===== src/rtl/cdr_ctl_pkg.sv =====
package cdr_ctl_pkg;
  localparam int REG_COUNT = 9;
  localparam int CODE_W    = 9;
  localparam int BYTE_W    = 8;

  localparam int A_RATE = 0;
  localparam int A_AUX  = 1;
  localparam int A_ACQ  = 2;
  localparam int A_SIG  = 3;
  localparam int A_LO8  = 4;
  localparam int A_HI8  = 5;
  localparam int A_LSB  = 6;
  localparam int A_MODE = 7;
  localparam int A_CLK  = 8;

  localparam int B_ACQ     = 5;
  localparam int B_LOS_POL = 2;
  localparam int B_WIN_EN  = 3;
  localparam int B_LSB_LO  = 0;
  localparam int B_LSB_HI  = 1;

  localparam logic [BYTE_W-1:0] CLK_DIV2_CODE = 8'h02;

  typedef struct packed {
    logic [BYTE_W-1:0] rate;
    logic              aux0;
    logic              los_pol;
    logic [CODE_W-1:0] lo;
    logic [CODE_W-1:0] hi;
    logic              win_en;
    logic              div2;
  } cdr_cfg_t;
endpackage


===== src/rtl/cdr_ctl_regs.sv =====
module cdr_ctl_regs
  import cdr_ctl_pkg::*;
#(
  parameter int AW = 4
) (
  input  logic              clk,
  input  logic              rst_n,
  input  logic              wr_en,
  input  logic [AW-1:0]     addr,
  input  logic [BYTE_W-1:0] wr_data,
  output logic [BYTE_W-1:0] rd_data,
  output cdr_cfg_t          cfg,
  output logic              acq_start
);
  localparam int NREG = REG_COUNT;

  logic [BYTE_W-1:0] regs_q [NREG];
  logic [BYTE_W-1:0] regs_d [NREG];
  logic              acq_q, acq_d;
  logic              hit;

  assign hit = (int'(addr) < NREG);

  always_comb begin
    for (int i = 0; i < NREG; i++) begin
      regs_d[i] = regs_q[i];
    end
    if (wr_en && hit) begin
      regs_d[addr] = wr_data;
    end
    acq_d = wr_en && (int'(addr) == A_ACQ) && !wr_data[B_ACQ] && regs_q[A_ACQ][B_ACQ];
  end

  generate
    for (genvar g = 0; g < NREG; g++) begin : g_reg
      always_ff @(posedge clk or negedge rst_n) begin
        if (!rst_n) begin
          regs_q[g] <= '0;
        end else if (wr_en && hit && (int'(addr) == g)) begin
          regs_q[g] <= regs_d[g];
        end
      end
    end
  endgenerate

  always_ff @(posedge clk or negedge rst_n) begin
    if (!rst_n) acq_q <= 1'b0;
    else        acq_q <= acq_d;
  end

  always_comb begin
    rd_data = hit ? regs_q[addr] : '0;
  end

  always_comb begin
    cfg.rate    = regs_q[A_RATE];
    cfg.aux0    = regs_q[A_AUX][0];
    cfg.los_pol = regs_q[A_SIG][B_LOS_POL];
    cfg.lo      = {regs_q[A_LO8], regs_q[A_LSB][B_LSB_LO]};
    cfg.hi      = {regs_q[A_HI8], regs_q[A_LSB][B_LSB_HI]};
    cfg.win_en  = regs_q[A_MODE][B_WIN_EN];
    cfg.div2    = (regs_q[A_CLK] == CLK_DIV2_CODE);
  end

  assign acq_start = acq_q;

  p_acq_one_cycle_r5: assert property (@(posedge clk) disable iff (!rst_n)
    acq_start |=> !acq_start);

  p_acq_after_one_r5: assert property (@(posedge clk) disable iff (!rst_n)
    acq_start |-> ($past(regs_q[A_ACQ][B_ACQ]) && !regs_q[A_ACQ][B_ACQ]));

  p_acq_keeps_rest_r6: assert property (@(posedge clk) disable iff (!rst_n)
    acq_start |-> ($stable(cfg.lo) && $stable(cfg.hi) && $stable(cfg.win_en)
                   && $stable(cfg.los_pol) && $stable(cfg.rate) && $stable(cfg.div2)));

  p_unmapped_hold_r2: assert property (@(posedge clk) disable iff (!rst_n)
    (wr_en && !hit) |=> $stable(cfg));
endmodule


===== src/rtl/cdr_rate_window.sv =====
module cdr_rate_window #(
  parameter int CW = 9
) (
  input  logic          clk,
  input  logic          rst_n,
  input  logic          win_en,
  input  logic [CW-1:0] lo_lim,
  input  logic [CW-1:0] hi_lim,
  input  logic [CW-1:0] code,
  output logic          lock_ok
);
  logic above_lo, below_hi;

  always_comb begin
    above_lo = (code >= lo_lim);
    below_hi = (code <= hi_lim);
    lock_ok  = !win_en || (above_lo && below_hi);
  end

  p_off_passes_r8: assert property (@(posedge clk) disable iff (!rst_n)
    !win_en |-> lock_ok);

  p_under_low_blocks_r7: assert property (@(posedge clk) disable iff (!rst_n)
    (win_en && (code < lo_lim)) |-> !lock_ok);

  p_over_high_blocks_r7: assert property (@(posedge clk) disable iff (!rst_n)
    (win_en && (code > hi_lim)) |-> !lock_ok);
endmodule


===== src/rtl/cdr_out_stage.sv =====
module cdr_out_stage
  import cdr_ctl_pkg::*;
(
  input  logic              clk,
  input  logic              rst_n,
  input  cdr_cfg_t          cfg,
  input  logic              lol,
  input  logic              los_raw,
  output logic [CODE_W-1:0] coarse_rate,
  output logic              coarse_valid,
  output logic              los_out,
  output logic              clk_div2_en
);
  always_comb begin
    coarse_rate  = {cfg.rate, cfg.aux0};
    coarse_valid = !lol;
    los_out      = cfg.los_pol ? !los_raw : los_raw;
    clk_div2_en  = cfg.div2;
  end

  p_los_high_sense_r4: assert property (@(posedge clk) disable iff (!rst_n)
    !cfg.los_pol |-> (los_out == los_raw));

  p_los_low_sense_r4: assert property (@(posedge clk) disable iff (!rst_n)
    cfg.los_pol |-> (los_out != los_raw));

  p_coarse_gate_r3: assert property (@(posedge clk) disable iff (!rst_n)
    lol |-> !coarse_valid);
endmodule


===== src/rtl/cdr_ctl_top.sv =====
module cdr_ctl_top
  import cdr_ctl_pkg::*;
#(
  parameter int AW = 4
) (
  input  logic              clk,
  input  logic              rst_n,
  input  logic              wr_en,
  input  logic [AW-1:0]     addr,
  input  logic [BYTE_W-1:0] wr_data,
  output logic [BYTE_W-1:0] rd_data,
  input  logic              lol,
  input  logic              los_raw,
  input  logic [CODE_W-1:0] meas_code,
  output logic [CODE_W-1:0] coarse_rate,
  output logic              coarse_valid,
  output logic              los_out,
  output logic              acq_start,
  output logic              lock_ok,
  output logic              clk_div2_en
);
  logic     rst_meta, rst_sync;
  cdr_cfg_t cfg;

  always_ff @(posedge clk or negedge rst_n) begin
    if (!rst_n) begin
      rst_meta <= 1'b0;
      rst_sync <= 1'b0;
    end else begin
      rst_meta <= 1'b1;
      rst_sync <= rst_meta;
    end
  end

  cdr_ctl_regs #(.AW(AW)) i_regs (
    .clk       (clk),
    .rst_n     (rst_sync),
    .wr_en     (wr_en),
    .addr      (addr),
    .wr_data   (wr_data),
    .rd_data   (rd_data),
    .cfg       (cfg),
    .acq_start (acq_start)
  );

  cdr_rate_window #(.CW(CODE_W)) i_window (
    .clk     (clk),
    .rst_n   (rst_sync),
    .win_en  (cfg.win_en),
    .lo_lim  (cfg.lo),
    .hi_lim  (cfg.hi),
    .code    (meas_code),
    .lock_ok (lock_ok)
  );

  cdr_out_stage i_out (
    .clk          (clk),
    .rst_n        (rst_sync),
    .cfg          (cfg),
    .lol          (lol),
    .los_raw      (los_raw),
    .coarse_rate  (coarse_rate),
    .coarse_valid (coarse_valid),
    .los_out      (los_out),
    .clk_div2_en  (clk_div2_en)
  );
endmodule


===== config.mk =====
export PLATFORM = sky130hd
export DESIGN_NAME = cdr_ctl_top
export DESIGN_NICKNAME = d
export VERILOG_FILES = /design/src/rtl/cdr_ctl_pkg.sv /design/src/rtl/cdr_ctl_regs.sv /design/src/rtl/cdr_rate_window.sv /design/src/rtl/cdr_out_stage.sv /design/src/rtl/cdr_ctl_top.sv
export SDC_FILE = /design/constraint.sdc
export NUM_CORES = 1
export LEC_CHECK = 0
export BUFFER_PORTS_ARGS = -buffer_cell sky130_fd_sc_hd__buf_2
export CAP_MARGIN = 5
export CORE_UTILIZATION = 50
export DETAILED_ROUTE_END_ITERATION = 10
export PLACE_DENSITY = 0.7
export SLEW_MARGIN = 30
export SYNTH_ARGS = -nofsm -noshare
export SYNTH_HDL_FRONTEND = slang
export SYNTH_SLANG_ARGS = --single-unit

===== constraint.sdc =====
create_clock -name clk -period 2.4 [get_ports clk]
set_input_delay 0.24 -clock clk [delete_from_list [all_inputs] [get_ports clk]]
set_output_delay 0.24 -clock clk [all_outputs]
set_load 0.01 [all_outputs]

==> out/results.ini <==
[status]
status=complete, no violations

[finish]
synthToLayoutAreaGrowth_pct=11.8
layout_commonest_cell=dfrtp_1
final_cell_mix=dfrtp_1 (74), mux2_2 (55), buf_2 (47)
drive_above_1_share_pct=41.6
diodes=0
stdcell_count=452
n_fill_cell=639
fin_nets=392

[route]
vias=2494
first_pass_iters=5
postRouteAntennaNets=0
wl_um=7630
vias_per_cell=5.52
wl_per_cell_um=16.9
drt_drc_violations_left=0
drt-initial-drc-count=113

[synthesis]
synth_cell_types=37
synth-xor-area-share_pct=0.224
ys_seq_elements=75
synth_ff_type=dfrtp_1
synth_warnings=0
postSynthNetCount=349
async_reset_ff_share_pct=100
synth-simple-area-share_pct=8.31
ys_seq_area_share_pct=47.9
synthCells=305
yosysTopAreaCell=dfrtp_1
synthMuxAreaShare_pct=27.4
synth_compound_area_share_pct=5.27
syn_area_sq_mm=0.00392
synth_top_family_by_area=multiplexers
synthAdderAreaFrac_pct=5.75
synthTopCellsByArea=dfrtp_1 (48%), mux2_2 (16%), mux4_2 (9.2%), ha_1 (5.8%), o21ai_0 (3.5%)
syn_avg_cell_area_sq_um=12.8
synth_edf_count=0
yosysTopAreaCellShare_pct=47.9

[clocking]
path_clk_slew_ns=0.08
htreeDepth=3
clock-sinks=75
clk_latency_ns=0.34
root_buffer=clkbuf_8
numCtsBuffers=9
cts_tree=done
cts_max_path_buffers=2
post_cts_buffers=0

[power_and_ir_drop]
switching_share_pct=30.0
power_density_mw_per_mm2=783
power.total_mw=3.42
p_sw_mw=1.03
p_leak_nw=1.99
clkPwrFrac_pct=25.2
pwr-share-seq_pct=50.3
peakVddDrop_mv=0.508
power_frac_comb_pct=24.5
p_int_mw=2.40

[global_route]
grt_pass1_wl_um=12900
grt_max_degree=46
overflow=0
track_usage_pct=20.4
antenna_found_initial=0
grt_pass1_vias=2502

[setup_path]
cp_max_fo=2
path_buf_inv=2
critPathLaunchType=flop
critPathArrivalTime_ns=1.96
crit_chain=inv_1 > ha_1 > and4_1 > a221o_1 > a31oi_1 > o21ai_0 > buf_2
slowest_delay_ns=0.39
path_class=reg2out
cp_slowest_cell=dfrtp_1
worst_setup_path_end_kind=primary output
cp_data_required_time_ns=2.16
crit_family=compound AO/OA/AOI/OAI gates

[sta]
rsz0062_at_grt=no
finalMaxSlewViolations=0
finalHoldViolCount=0
finalCriticalPeriod_ns=2.20
skew_ns=0.00392
fin_tns_setup_ns=0
max_freq_ghz=0.454
fin_crit_sh_pct=91.9
finalSetupViolations=0
relSlewSlack_pct=43.4
worstMarginPinSlew_ns=0.844

[floorplan]
die_width_um=90.5
core_area_sq_mm=0.00741
core.rowCount=31
boundaryPins=48
dieHeight_um=90.5
die-area_sq_mm=0.00819
start_util_pct=52.8

[placement]
placedCellCount=435
dp_hpwl_um=5580
gp_congestion=0.773
io_buffers=47

[min_path]
hold_path.class=in2async

[job]
maxCapViolCount=0

-- cell type report --
class / count / area (sq um) / share of cell area, %
tap: 99 / 124 / 2.83
sequential: 75 / 1880 / 42.9
clock buffer: 9 / 124 / 2.83
clock inverter: 7 / 53.8 / 1.23
multi-input combinational: 192 / 1840 / 42.1
inverter: 18 / 67.6 / 1.54
timing repair buffer: 52 / 288 / 6.58
-- state kept, by name, summed over array words and instances (netlist names) --
name / cells
i_regs.acq_start: 1
i_regs.regs_q: 43
rst_sync: 1
rst_meta: 1
i_regs.cfg: 29
-- cells in the mapped netlist (all sizes together) (2+ instances only) --
| library cell | instances |
|---|---|
| nor3b | 2 |
| nand2 | 28 |
| mux2 | 56 |
| nand2b | 3 |
| inv | 18 |
| a31oi | 2 |
| mux2i | 8 |
| buf | 15 |
| o21bai | 2 |
| mux4 | 16 |
| clkbuf | 5 |
| nor4 | 2 |
| a211oi | 2 |
| nor3 | 3 |
| dfrtp | 75 |
| ha | 18 |
| nand3 | 5 |
| nor2 | 6 |
| o21ai | 27 |
| a21oi | 2 |
-- power groups by stage --
stage                     clock [mW]  combinational (mW)  sequential, mW
final                          0.863               0.838            1.72
after global routing           0.936               0.933            1.77
after CTS                      0.897               0.853            1.73
after detailed placement           0               0.848            1.75
after global placement             0               0.818            1.74
after floorplan                    0               0.670            1.70
-- stage by stage --
stage                     utilization, %  setup slack, ns  cell area, sq um  hold slack (ns)
after global routing                59.1           0.0533              4380            0.182
after floorplan                        -            0.157              3920          -0.0556
after detailed placement            56.5            0.317              4190           0.0273
final                               59.1            0.195              4380            0.206
after CTS                           59.1            0.141              4380            0.174
after global placement              56.5            0.344              4190           0.0247
-- kinds of logic (layout without fill, tap and decap cells) --
| family | count (synthesis) | after routing |
|---|---|---|
| compound gates | 37 | 37 |
| xor+xnor | 1 | 1 |
| fa+ha+maj | 18 | 18 |
| buf+inv | 38 | 86 |
| flops | 75 | 75 |
| mux | 80 | 80 |
| other cells | 1 | 1 |
| simple gates | 55 | 55 |
-- metal layers --
metal | routed length, um | GRT usage (%)
met5 | 0 | 0
met4 | 45 | 5.65
met3 | 322 | 4.04
met2 | 3650 | 32.8
met1 | 3610 | 28.3
-- what timing repair did --
action / in CTS / in global routing
gates resized for setup: 0 / 0
hold buffers: 1 / 0
endpoints found under the hold margin: 2 / 0
-- worst paths after layout --
path,from,slack [ns],cells past startpoint,endpoint
min in group clk,wr_data[5],0.21,2,i_regs.acq_start
worst max-delay path,i_regs.cfg[16],0.20,7,lock_ok
worst min register to register,rst_sync,0.31,0,i_regs.regs_q[14]
worst max register to register,rst_sync,1.43,1,i_regs.cfg[25]
worst min-delay path,rst_n,0.21,2,rst_sync
max in group asynchronous,rst_sync,1.43,1,i_regs.cfg[25]
Note: power is estimated with default switching activity, not from simulation.
